<file path="src/rtl/wbs_pkg.sv">
package wbs_pkg;
   localparam int ID_W       = 32;
   localparam int SCOPE_BIT  = 31;
   localparam int BARNUM_W   = 31;

   typedef enum logic {
      SCOPE_LOCAL  = 1'b0,
      SCOPE_GLOBAL = 1'b1
   } scope_e;
endpackage

</file>
<file path="src/rtl/wbs_popcount.sv">
module wbs_popcount #(
   parameter int W = 4,
   localparam int OUT_W = $clog2(W + 1)
) (
   input  logic [W-1:0]     vec,
   output logic [OUT_W-1:0] ones
);
   generate
      if (W < 1) begin : g_bad_w
         $error("wbs_popcount: W must be at least 1");
      end
   endgenerate

   always_comb begin
      ones = '0;
      for (int i = 0; i < W; i++) begin
         ones = ones + OUT_W'(vec[i]);
      end
   end
endmodule

</file>
<file path="src/rtl/wbs_decode.sv">
module wbs_decode
   import wbs_pkg::*;
#(
   parameter int NUM_BARRIERS = 4,
   localparam int IDX_W = (NUM_BARRIERS > 1) ? $clog2(NUM_BARRIERS) : 1
) (
   input  logic [ID_W-1:0]     bar_id,
   output scope_e              scope,
   output logic [BARNUM_W-1:0] bar_num,
   output logic [IDX_W-1:0]    idx,
   output logic                in_range
);
   always_comb begin
      scope    = scope_e'(bar_id[SCOPE_BIT]);
      bar_num  = bar_id[BARNUM_W-1:0];
      in_range = (bar_num < BARNUM_W'(NUM_BARRIERS));
      idx      = bar_num[IDX_W-1:0];
   end
endmodule

</file>
<file path="src/rtl/wbs_mask_bank.sv">
module wbs_mask_bank #(
   parameter int NUM_WARPS    = 4,
   parameter int NUM_BARRIERS = 4,
   localparam int IDX_W = (NUM_BARRIERS > 1) ? $clog2(NUM_BARRIERS) : 1
) (
   input  logic                 clk,
   input  logic                 rst_n,
   input  logic [IDX_W-1:0]     rd_idx,
   output logic [NUM_WARPS-1:0] rd_mask,
   input  logic                 upd_en,
   input  logic [IDX_W-1:0]     upd_idx,
   input  logic [NUM_WARPS-1:0] upd_mask
);
   logic [NUM_WARPS-1:0] mask_q [NUM_BARRIERS];

   generate
      for (genvar b = 0; b < NUM_BARRIERS; b++) begin : g_entry
         always_ff @(posedge clk) begin
            if (!rst_n) begin
               mask_q[b] <= '0;
            end else if (upd_en && (upd_idx == IDX_W'(b))) begin
               mask_q[b] <= upd_mask;
            end
         end

         // an entry not named by the update keeps its value
         p_untouched_r10: assert property (@(posedge clk) disable iff (!rst_n)
            !(upd_en && (upd_idx == IDX_W'(b))) |=> $stable(mask_q[b]));
      end
   endgenerate

   always_comb begin
      rd_mask = '0;
      for (int b = 0; b < NUM_BARRIERS; b++) begin
         if (rd_idx == IDX_W'(b)) rd_mask = mask_q[b];
      end
   end
endmodule

</file>
<file path="src/rtl/wbs_release_eval.sv">
module wbs_release_eval
   import wbs_pkg::*;
#(
   parameter int NUM_WARPS = 4,
   localparam int CNT_W = $clog2(NUM_WARPS + 1)
) (
   input  logic             take,
   input  scope_e           scope,
   input  logic [CNT_W-1:0] arrived,
   input  logic [CNT_W-1:0] wanted,
   input  logic [CNT_W-1:0] active,
   output logic             fire_local,
   output logic             fire_global
);
   always_comb begin
      fire_local  = take && (scope == SCOPE_LOCAL)  && (arrived == wanted);
      fire_global = take && (scope == SCOPE_GLOBAL) && (arrived == active);
   end
endmodule

</file>
<file path="src/rtl/warp_barrier_sync.sv">
module warp_barrier_sync
   import wbs_pkg::*;
#(
   parameter int NUM_WARPS    = 4,
   parameter int NUM_BARRIERS = 4,
   parameter int CORE_ID_W    = 8,
   localparam int WID_W = (NUM_WARPS > 1) ? $clog2(NUM_WARPS) : 1,
   localparam int CNT_W = $clog2(NUM_WARPS + 1),
   localparam int IDX_W = (NUM_BARRIERS > 1) ? $clog2(NUM_BARRIERS) : 1
) (
   input  logic                 clk,
   input  logic                 rst_n,
   input  logic                 arr_valid,
   input  logic [31:0]          arr_bar_id,
   input  logic [CNT_W-1:0]     arr_count,
   input  logic [WID_W-1:0]     arr_warp,
   input  logic [NUM_WARPS-1:0] active_mask,
   input  logic [CORE_ID_W-1:0] core_id,
   output logic                 resume_valid,
   output logic [NUM_WARPS-1:0] resume_mask,
   output logic                 glb_valid,
   output logic [30:0]          glb_bar,
   output logic [CNT_W-1:0]     glb_count,
   output logic [CORE_ID_W-1:0] glb_core,
   output logic                 bad_index
);
   generate
      if (NUM_WARPS < 1 || NUM_BARRIERS < 1 || CORE_ID_W < 1) begin : g_bad_cfg
         $error("warp_barrier_sync: sizes must be at least 1");
      end
   endgenerate

   scope_e               scope;
   logic [BARNUM_W-1:0]  bar_num;
   logic [IDX_W-1:0]     idx;
   logic                 in_range;
   logic [NUM_WARPS-1:0] cur_mask, warp_bit, nxt_mask, upd_mask;
   logic [CNT_W-1:0]     pc_arrived, pc_active;
   logic                 take, fire_local, fire_global;

   wbs_decode #(.NUM_BARRIERS(NUM_BARRIERS)) u_dec (
      .bar_id(arr_bar_id), .scope(scope), .bar_num(bar_num),
      .idx(idx), .in_range(in_range)
   );

   wbs_mask_bank #(.NUM_WARPS(NUM_WARPS), .NUM_BARRIERS(NUM_BARRIERS)) u_bank (
      .clk(clk), .rst_n(rst_n), .rd_idx(idx), .rd_mask(cur_mask),
      .upd_en(take), .upd_idx(idx), .upd_mask(upd_mask)
   );

   always_comb begin
      take     = arr_valid && in_range;
      warp_bit = NUM_WARPS'(1) << arr_warp;
      nxt_mask = cur_mask | warp_bit;
   end

   wbs_popcount #(.W(NUM_WARPS)) u_pc_arr (.vec(nxt_mask),    .ones(pc_arrived));
   wbs_popcount #(.W(NUM_WARPS)) u_pc_act (.vec(active_mask), .ones(pc_active));

   wbs_release_eval #(.NUM_WARPS(NUM_WARPS)) u_eval (
      .take(take), .scope(scope), .arrived(pc_arrived), .wanted(arr_count),
      .active(pc_active), .fire_local(fire_local), .fire_global(fire_global)
   );

   assign upd_mask = (fire_local || fire_global) ? '0 : nxt_mask;

   always_ff @(posedge clk) begin
      if (!rst_n) begin
         resume_valid <= 1'b0;
         resume_mask  <= '0;
         glb_valid    <= 1'b0;
         glb_bar      <= '0;
         glb_count    <= '0;
         glb_core     <= '0;
         bad_index    <= 1'b0;
      end else begin
         resume_valid <= fire_local;
         resume_mask  <= fire_local ? nxt_mask : '0;
         glb_valid    <= fire_global;
         glb_bar      <= fire_global ? bar_num : '0;
         glb_count    <= fire_global ? arr_count : '0;
         glb_core     <= fire_global ? core_id : '0;
         bad_index    <= arr_valid && !in_range;
      end
   end

   // a resume always names at least the warp whose arrival completed it
   p_resume_has_warp_r4: assert property (@(posedge clk) disable iff (!rst_n)
      resume_valid |-> resume_mask[$past(arr_warp)]);
   // a bad index produces no completion
   p_bad_quiet_r8: assert property (@(posedge clk) disable iff (!rst_n)
      bad_index |-> (!resume_valid && !glb_valid));
   // a global request names a configured barrier
   p_glb_range_r6: assert property (@(posedge clk) disable iff (!rst_n)
      glb_valid |-> (glb_bar < 31'(NUM_BARRIERS)));
   // pulses need an accepted arrival in the previous cycle
   p_pulse_src_r9: assert property (@(posedge clk) disable iff (!rst_n)
      (resume_valid || glb_valid || bad_index) |-> $past(arr_valid));
   // payload is zero with no pulse
   p_idle_zero_r9: assert property (@(posedge clk) disable iff (!rst_n)
      !resume_valid |-> (resume_mask == '0));
endmodule

</file>
<file path="config.mk">
export PLATFORM = sky130hd
export DESIGN_NAME = warp_barrier_sync
export DESIGN_NICKNAME = d
export VERILOG_FILES = /design/src/rtl/wbs_pkg.sv /design/src/rtl/wbs_popcount.sv /design/src/rtl/wbs_decode.sv /design/src/rtl/wbs_mask_bank.sv /design/src/rtl/wbs_release_eval.sv /design/src/rtl/warp_barrier_sync.sv
export SDC_FILE = /design/constraint.sdc
export NUM_CORES = 1
export LEC_CHECK = 0
export ABC_AREA = 1
export ABC_CLOCK_PERIOD_IN_PS = 6150
export BUFFER_PORTS_ARGS = -buffer_cell sky130_fd_sc_hd__buf_2
export CORE_MARGIN = 5
export CORE_UTILIZATION = 50
export DETAILED_ROUTE_END_ITERATION = 8
export PLACE_DENSITY = 0.84
export SLEW_MARGIN = 20
export SYNTH_ARGS = -nofsm -noshare
export SYNTH_HDL_FRONTEND = slang
export SYNTH_SLANG_ARGS = --single-unit
</file>
<file path="constraint.sdc">
create_clock -name clk -period 6.15 [get_ports clk]
set_input_delay 0.9225 -clock clk [delete_from_list [all_inputs] [get_ports clk]]
set_output_delay 0.9225 -clock clk [all_outputs]
set_load 0.1 [all_outputs]
</file>
-- Yosys cells after proc, flatten, opt, wreduce, memory -nomap -nowiden
Memory sizes are Yosys's and may differ from the RTL's.
Cells that the tools add are included.
- word-level logic and storage cells: 64
- register bits: 49
- memories kept: 1
- output and inout bits: 49
- input port bits: 52
- RAM bits: 16
- add/subtract/negate cells: 6
- shifts and indexed selects: 1
- mux-type cells: 22
- bitwise logic cells: 6
- equal/unequal tests: 5
- magnitude comparators: 1
- reductions and logical operators: 15
- memory list (memory ; depth ; width ; read ports ; clocked after Yosys merged registers in ; wr ports ; RTL line ; text):
    u_bank.mask_q ; 4 ; 4 ; 4 ; 0 ; 4 ; wbs_mask_bank.sv:14 ; logic [NUM_WARPS-1:0] mask_q [NUM_BARRIERS];
- operators with widths (cell ; number):
    $mux W4 ; 9
    $lt A31 B3 Y1 const B ; 1
    $mux W1 ; 13
    $add A3 B1 Y3 ; 4
    $logic_and A1 B1 Y1 ; 10
    $eq A3 B3 Y1 ; 2
    $add A1 B1 Y2 ; 2
    $eq A2 B2 Y1 const B ; 2
    $or A1 B1 Y1 ; 4
    $or A4 B4 Y4 ; 1
    $reduce_and A2 Y1 ; 2
    $shl A1 B2 Y4 const A ; 1
    $eq A2 B1 Y1 const B ; 1
    $logic_not A2 Y1 ; 1
    $logic_not A1 Y1 ; 1
    $logic_or A1 B1 Y1 ; 1
    $not A1 Y1 ; 1

-- Longest topological paths before layout
- word-level depth: 14
- depth in mapped cells: 22
- depth with buffers taken out: 21

-- Modules after synthesis
From an unflattened synthesis, not the netlist that was laid out.
- cells, all modules: 361
- area, all modules: 2914.0 um2
- by module, submodules not included (module ; times used ; sequential area each (um2) ; area each (um2) ; cells each):
    warp_barrier_sync ; 1 ; 980.9 ; 1493.9 ; 172
    wbs_mask_bank ; 1 ; 480.5 ; 797.0 ; 77
    wbs_decode ; 1 ; 0.0 ; 366.6 ; 63
    wbs_release_eval ; 1 ; 0.0 ; 128.9 ; 33
    wbs_popcount ; 2 ; 0.0 ; 63.8 ; 8

-- Least setup slack after synthesis
Ideal clock, no wire load.
- path type: input -> register
- start: input port arr_bar_id[0]
- end: memory u_bank.mask_q[0][0] (data pin)
- path slack: 2.857 ns
- buffers on the path: 0
- arrival time: 3.036 ns
- library setup time: 0.257 ns
- stages: 18
- required time: 5.893 ns
- cells stage by stage: inv_1 > nand2_1 > nor2_1 > nor3_1 > nand3b_1 > ha_1 > inv_1 > fa_1 > inv_1 > ha_1 > inv_1 > nand2_1 > nand2_1 > o21ai_0 > nor2_1 > nand3_4 > nand3_1 > nor2_1
- RTL lines (item ; RTL line ; text):
    start, declared ; warp_barrier_sync.sv:14 ; input logic [31:0] arr_bar_id,
    end, declared ; wbs_mask_bank.sv:14 ;

==> results.md <==
* PwrDens at ~310 nW/µm²
* Sum of net half-perimeters after detailed placement at 3.71 mm
* Area growth from synthesis to layout at 38.2%
* Top Family by Delay on Critical Path: simple AND/OR/NAND/NOR gates
* Clock slew at reported path FFs at 70 ps
* Number of global-route vias before repair at roughly 1800
* First-pass iteration count of the detailed router at 4
* Worst min-delay path category: reg -> reg
* Run status: finished clean
* Max-Slew Margin vs Limit at 0.544
* MaxCap Viol Count at 0
* Postcts setup bufs at 0
* Die Outline Area at around 6000 µm²
* Dominant cell type by area after synthesis: sky130_fd_sc_hd__dfxtp_1
* Total of endpoints with negative setup slack in the final report at 0
* Number of DRC violations after detailed-routing iteration 0 at about 90
* Final wirelength at just under 5 mm
* Die X-Extent at 77.8 µm
* Avg WL per Cell at 11.1 µm
* Largest buffer count on any clock path at 2
* Hold-fix buffers, CTS at 0
* Core Footprint at approximately 4400 µm²
* Final Hold Violating Endpoints at 0
* Worst-path cell chain: buf_2 -> inv_1 -> nand2_1 -> nor2_1 -> nor3_1 -> nand3b_1 -> ha_1 -> inv_1 -> fa_1 -> inv_1 -> ha_1 -> inv_1 -> nand2_1 -> nand2_1 -> o21ai_0 -> nor2_1 -> nand3_4 -> nand3_1 -> nor2_1
* Count of buffer and inverter cells on the critical path at 5
* Worst clock skew on the final layout at around 8.2 ps
* Total routing usage reported by global routing at 0.161
* Drc violations at 0
* Rows at 24
* Number of port buffers at 100
* Proportion of netlist area held by the largest area contributor at 0.427
* Fraction of layout instances using a drive strength above 1 at 0.324
* Slew at the pin closest to its max-slew limit at 677 ps
* Number of warnings issued by yosys at 0
* Syn_area_per_cell at 9.53 µm²
* Static leakage at around 1.7 nW
* Pin count of the biggest net entering global routing at 14
* Type of destination of the critical path: register
* Cell count after synthesis at roughly 240
* Reg2Reg Setup Slack at about 3200 ps
* Top-level port count at about 100
* Clock root buffer master: sky130_fd_sc_hd__clkbuf_8
* Grt total ovfl at 0
* Starting density of the core at 0.520
* Number of levels in the clock H-tree at 3
* Number of distinct library cells after synthesis at 24
* Cell at the slowest stage of the critical path: sky130_fd_sc_hd__fa_1
* Fin crit period at 3470 ps
* Clock sink count at 65
* Top_reg_cell synth: sky130_fd_sc_hd__dfxtp_1
* Final worst-path cycle share at 0.564
* Via density per instance at 4.29
* CP most frequent cell: sky130_fd_sc_hd__inv_1
* Number of flops mapped to enable cells by yosys at 16
* Share of async-settable or async-resettable flops after synthesis at 0
* CP peak stage delay at roughly 350 ps
* Total inserted antenna cells at 0
* Maximum clock frequency at around 290 MHz
* First-pass GRT wire length at ~7.6 mm
* Critical Path AT at between 3000 and 4000 ps
* Peak supply drop at around 280 µV
* Sequential cell area fraction in the yosys report at 0.636
* Highest net fanout along the worst path at 5
* Ranking of synthesized cells by area: sky130_fd_sc_hd__dfxtp_1 43%, sky130_fd_sc_hd__edfxtp_1 21%, sky130_fd_sc_hd__nor2_1 9.8%
* Count of nets left with antenna violations after detail routing at 0
* Design Power at approximately 1000 µW
* Type of element launching the critical path: input pin
* Worst EP required at approximately 6200 ps
* Worst Setup Path Type: in -> reg
* RePlAce Congestion at 0.852
* Clock insertion delay at the later pin of the skew report at between 300 and 400 ps
* #FFs+latches synth at 65
* Library cell with the highest instance count after synthesis: sky130_fd_sc_hd__nor2_1
* RSZ-0062 raised after global routing: false
* Vertical die dimension at 77.8 µm
* Number of fillers in the final layout at between 300 and 400
* TritonCTS clock tree: yes
* Number of nets in the layout at approximately 440
* Setup TNS Final at 0 ps
* Syn Std Cell Area at between 2000 and 2500 µm²
* Post_cts resized at 0
* Post-synth top cells: 60 x sky130_fd_sc_hd__nor2_1, 49 x sky130_fd_sc_hd__dfxtp_1, 38 x sky130_fd_sc_hd__inv_1
* Total vias in the final route at about 1900
* Max Slew Vio Count at 0
* Antenna violations before repair at 0
* Clock buffers created by TritonCTS at 9
[worst reg2reg max path: stages, from the launching register on]
cell and delay (ps):
sky130_fd_sc_hd__edfxtp_1 390, sky130_fd_sc_hd__o21ai_0 200, sky130_fd_sc_hd__nand2_1 70, sky130_fd_sc_hd__o21ai_0 80, sky130_fd_sc_hd__nand3_1 170, sky130_fd_sc_hd__ha_1 320
sky130_fd_sc_hd__inv_1 40, sky130_fd_sc_hd__fa_1 350, sky130_fd_sc_hd__inv_1 70, sky130_fd_sc_hd__ha_1 230, sky130_fd_sc_hd__inv_1 90, sky130_fd_sc_hd__nand2_1 50
sky130_fd_sc_hd__nand2_1 40, sky130_fd_sc_hd__o21ai_0 70, sky130_fd_sc_hd__nor2_1 180, sky130_fd_sc_hd__nand3_4 130, sky130_fd_sc_hd__nand3_1 190, sky130_fd_sc_hd__nor2_1 70
[flip-flops by register name, summed over array words and instances (netlist names)]
signal / cells
bad_index: 1
glb_bar: 31
glb_core: 8
glb_count: 3
glb_valid: 1
resume_mask: 4
resume_valid: 1
u_bank.mask_q: 16
[metal layers]
metal	GRT usage	share of wire	vias to the layer above	wire length, µm
met5	0	0	-	0
met4	0.101	0.016	0	76
met1	0.166	0.39	814	1870
met3	0.0451	0.071	6	343
li1	-	-	986	-
met2	0.285	0.52	62	2520
[power by group]
part,internal (mW),switching [mW]
Sequential,0.451,0.00328
Clock,0.224,0.161
Combinational,0.0374,0.122
Total,0.712,0.286
[layout make-up]
class                   instances  area, µm²  area share
clock buffers                  11        163      0.0512
clock inverters                 5       60.1      0.0189
flip-flops and latches         65       1460       0.460
repair buffers                100        500       0.158
inverters                      39        146      0.0461
multi-input cells             163        779       0.245
well taps                      52       65.1      0.0205
[placed cells by master, fill, tap and decap left out, types with 4 or more instances in the layout]
| cell | netlist | layout |
|---|---|---|
| sky130_fd_sc_hd__buf_2 | 0 | 100 |
| sky130_fd_sc_hd__nor2_1 | 60 | 60 |
| sky130_fd_sc_hd__dfxtp_1 | 49 | 49 |
| sky130_fd_sc_hd__inv_1 | 38 | 38 |
| sky130_fd_sc_hd__nand2_1 | 31 | 31 |
| sky130_fd_sc_hd__conb_1 | 1 | 29 |
| sky130_fd_sc_hd__edfxtp_1 | 16 | 16 |
| sky130_fd_sc_hd__nand3_1 | 10 | 10 |
| sky130_fd_sc_hd__clkbuf_8 | 0 | 10 |
| sky130_fd_sc_hd__o21ai_0 | 9 | 9 |
| sky130_fd_sc_hd__ha_1 | 4 | 4 |
[logic make-up after synthesis]
| group | share of synthesized area |
|---|---|
| AOI/OAI and AO/OA | 0.0272 |
| xor gates and xnor gates | 0.00763 |
| adders and majority gates | 0.0392 |
| DFF | 0.636 |
| other | 0.00163 |
| buffers and inverters | 0.0703 |
| and+or+nand+nor | 0.218 |
[final timing paths]
| kind | start | to | cells after the start |
|---|---|---|---|
| worst min register to register | u_bank.mask_q[3][3] | resume_mask[3] | 4 |
| worst max register to register | u_bank.mask_q[0][1] | u_bank.mask_q[2][3] | 17 |
| worst max-delay path | arr_bar_id[0] | u_bank.mask_q[2][3] | 19 |
| worst min-delay path | u_bank.mask_q[3][3] | resume_mask[3] | 4 |
[per-stage QoR]
step	cells	hold slack, ps	instance area (µm²)	setup slack (ps)	util
CTS	435	683	3180	2680	0.719
floorplan	269	597	2400	2860	-
detailed placement	419	664	2950	2350	0.669
global route	435	731	3180	2430	0.719
global placement	419	641	2950	2480	0.669
finish	435	672	3180	2680	0.719
(Power assumes the default switching activity.)
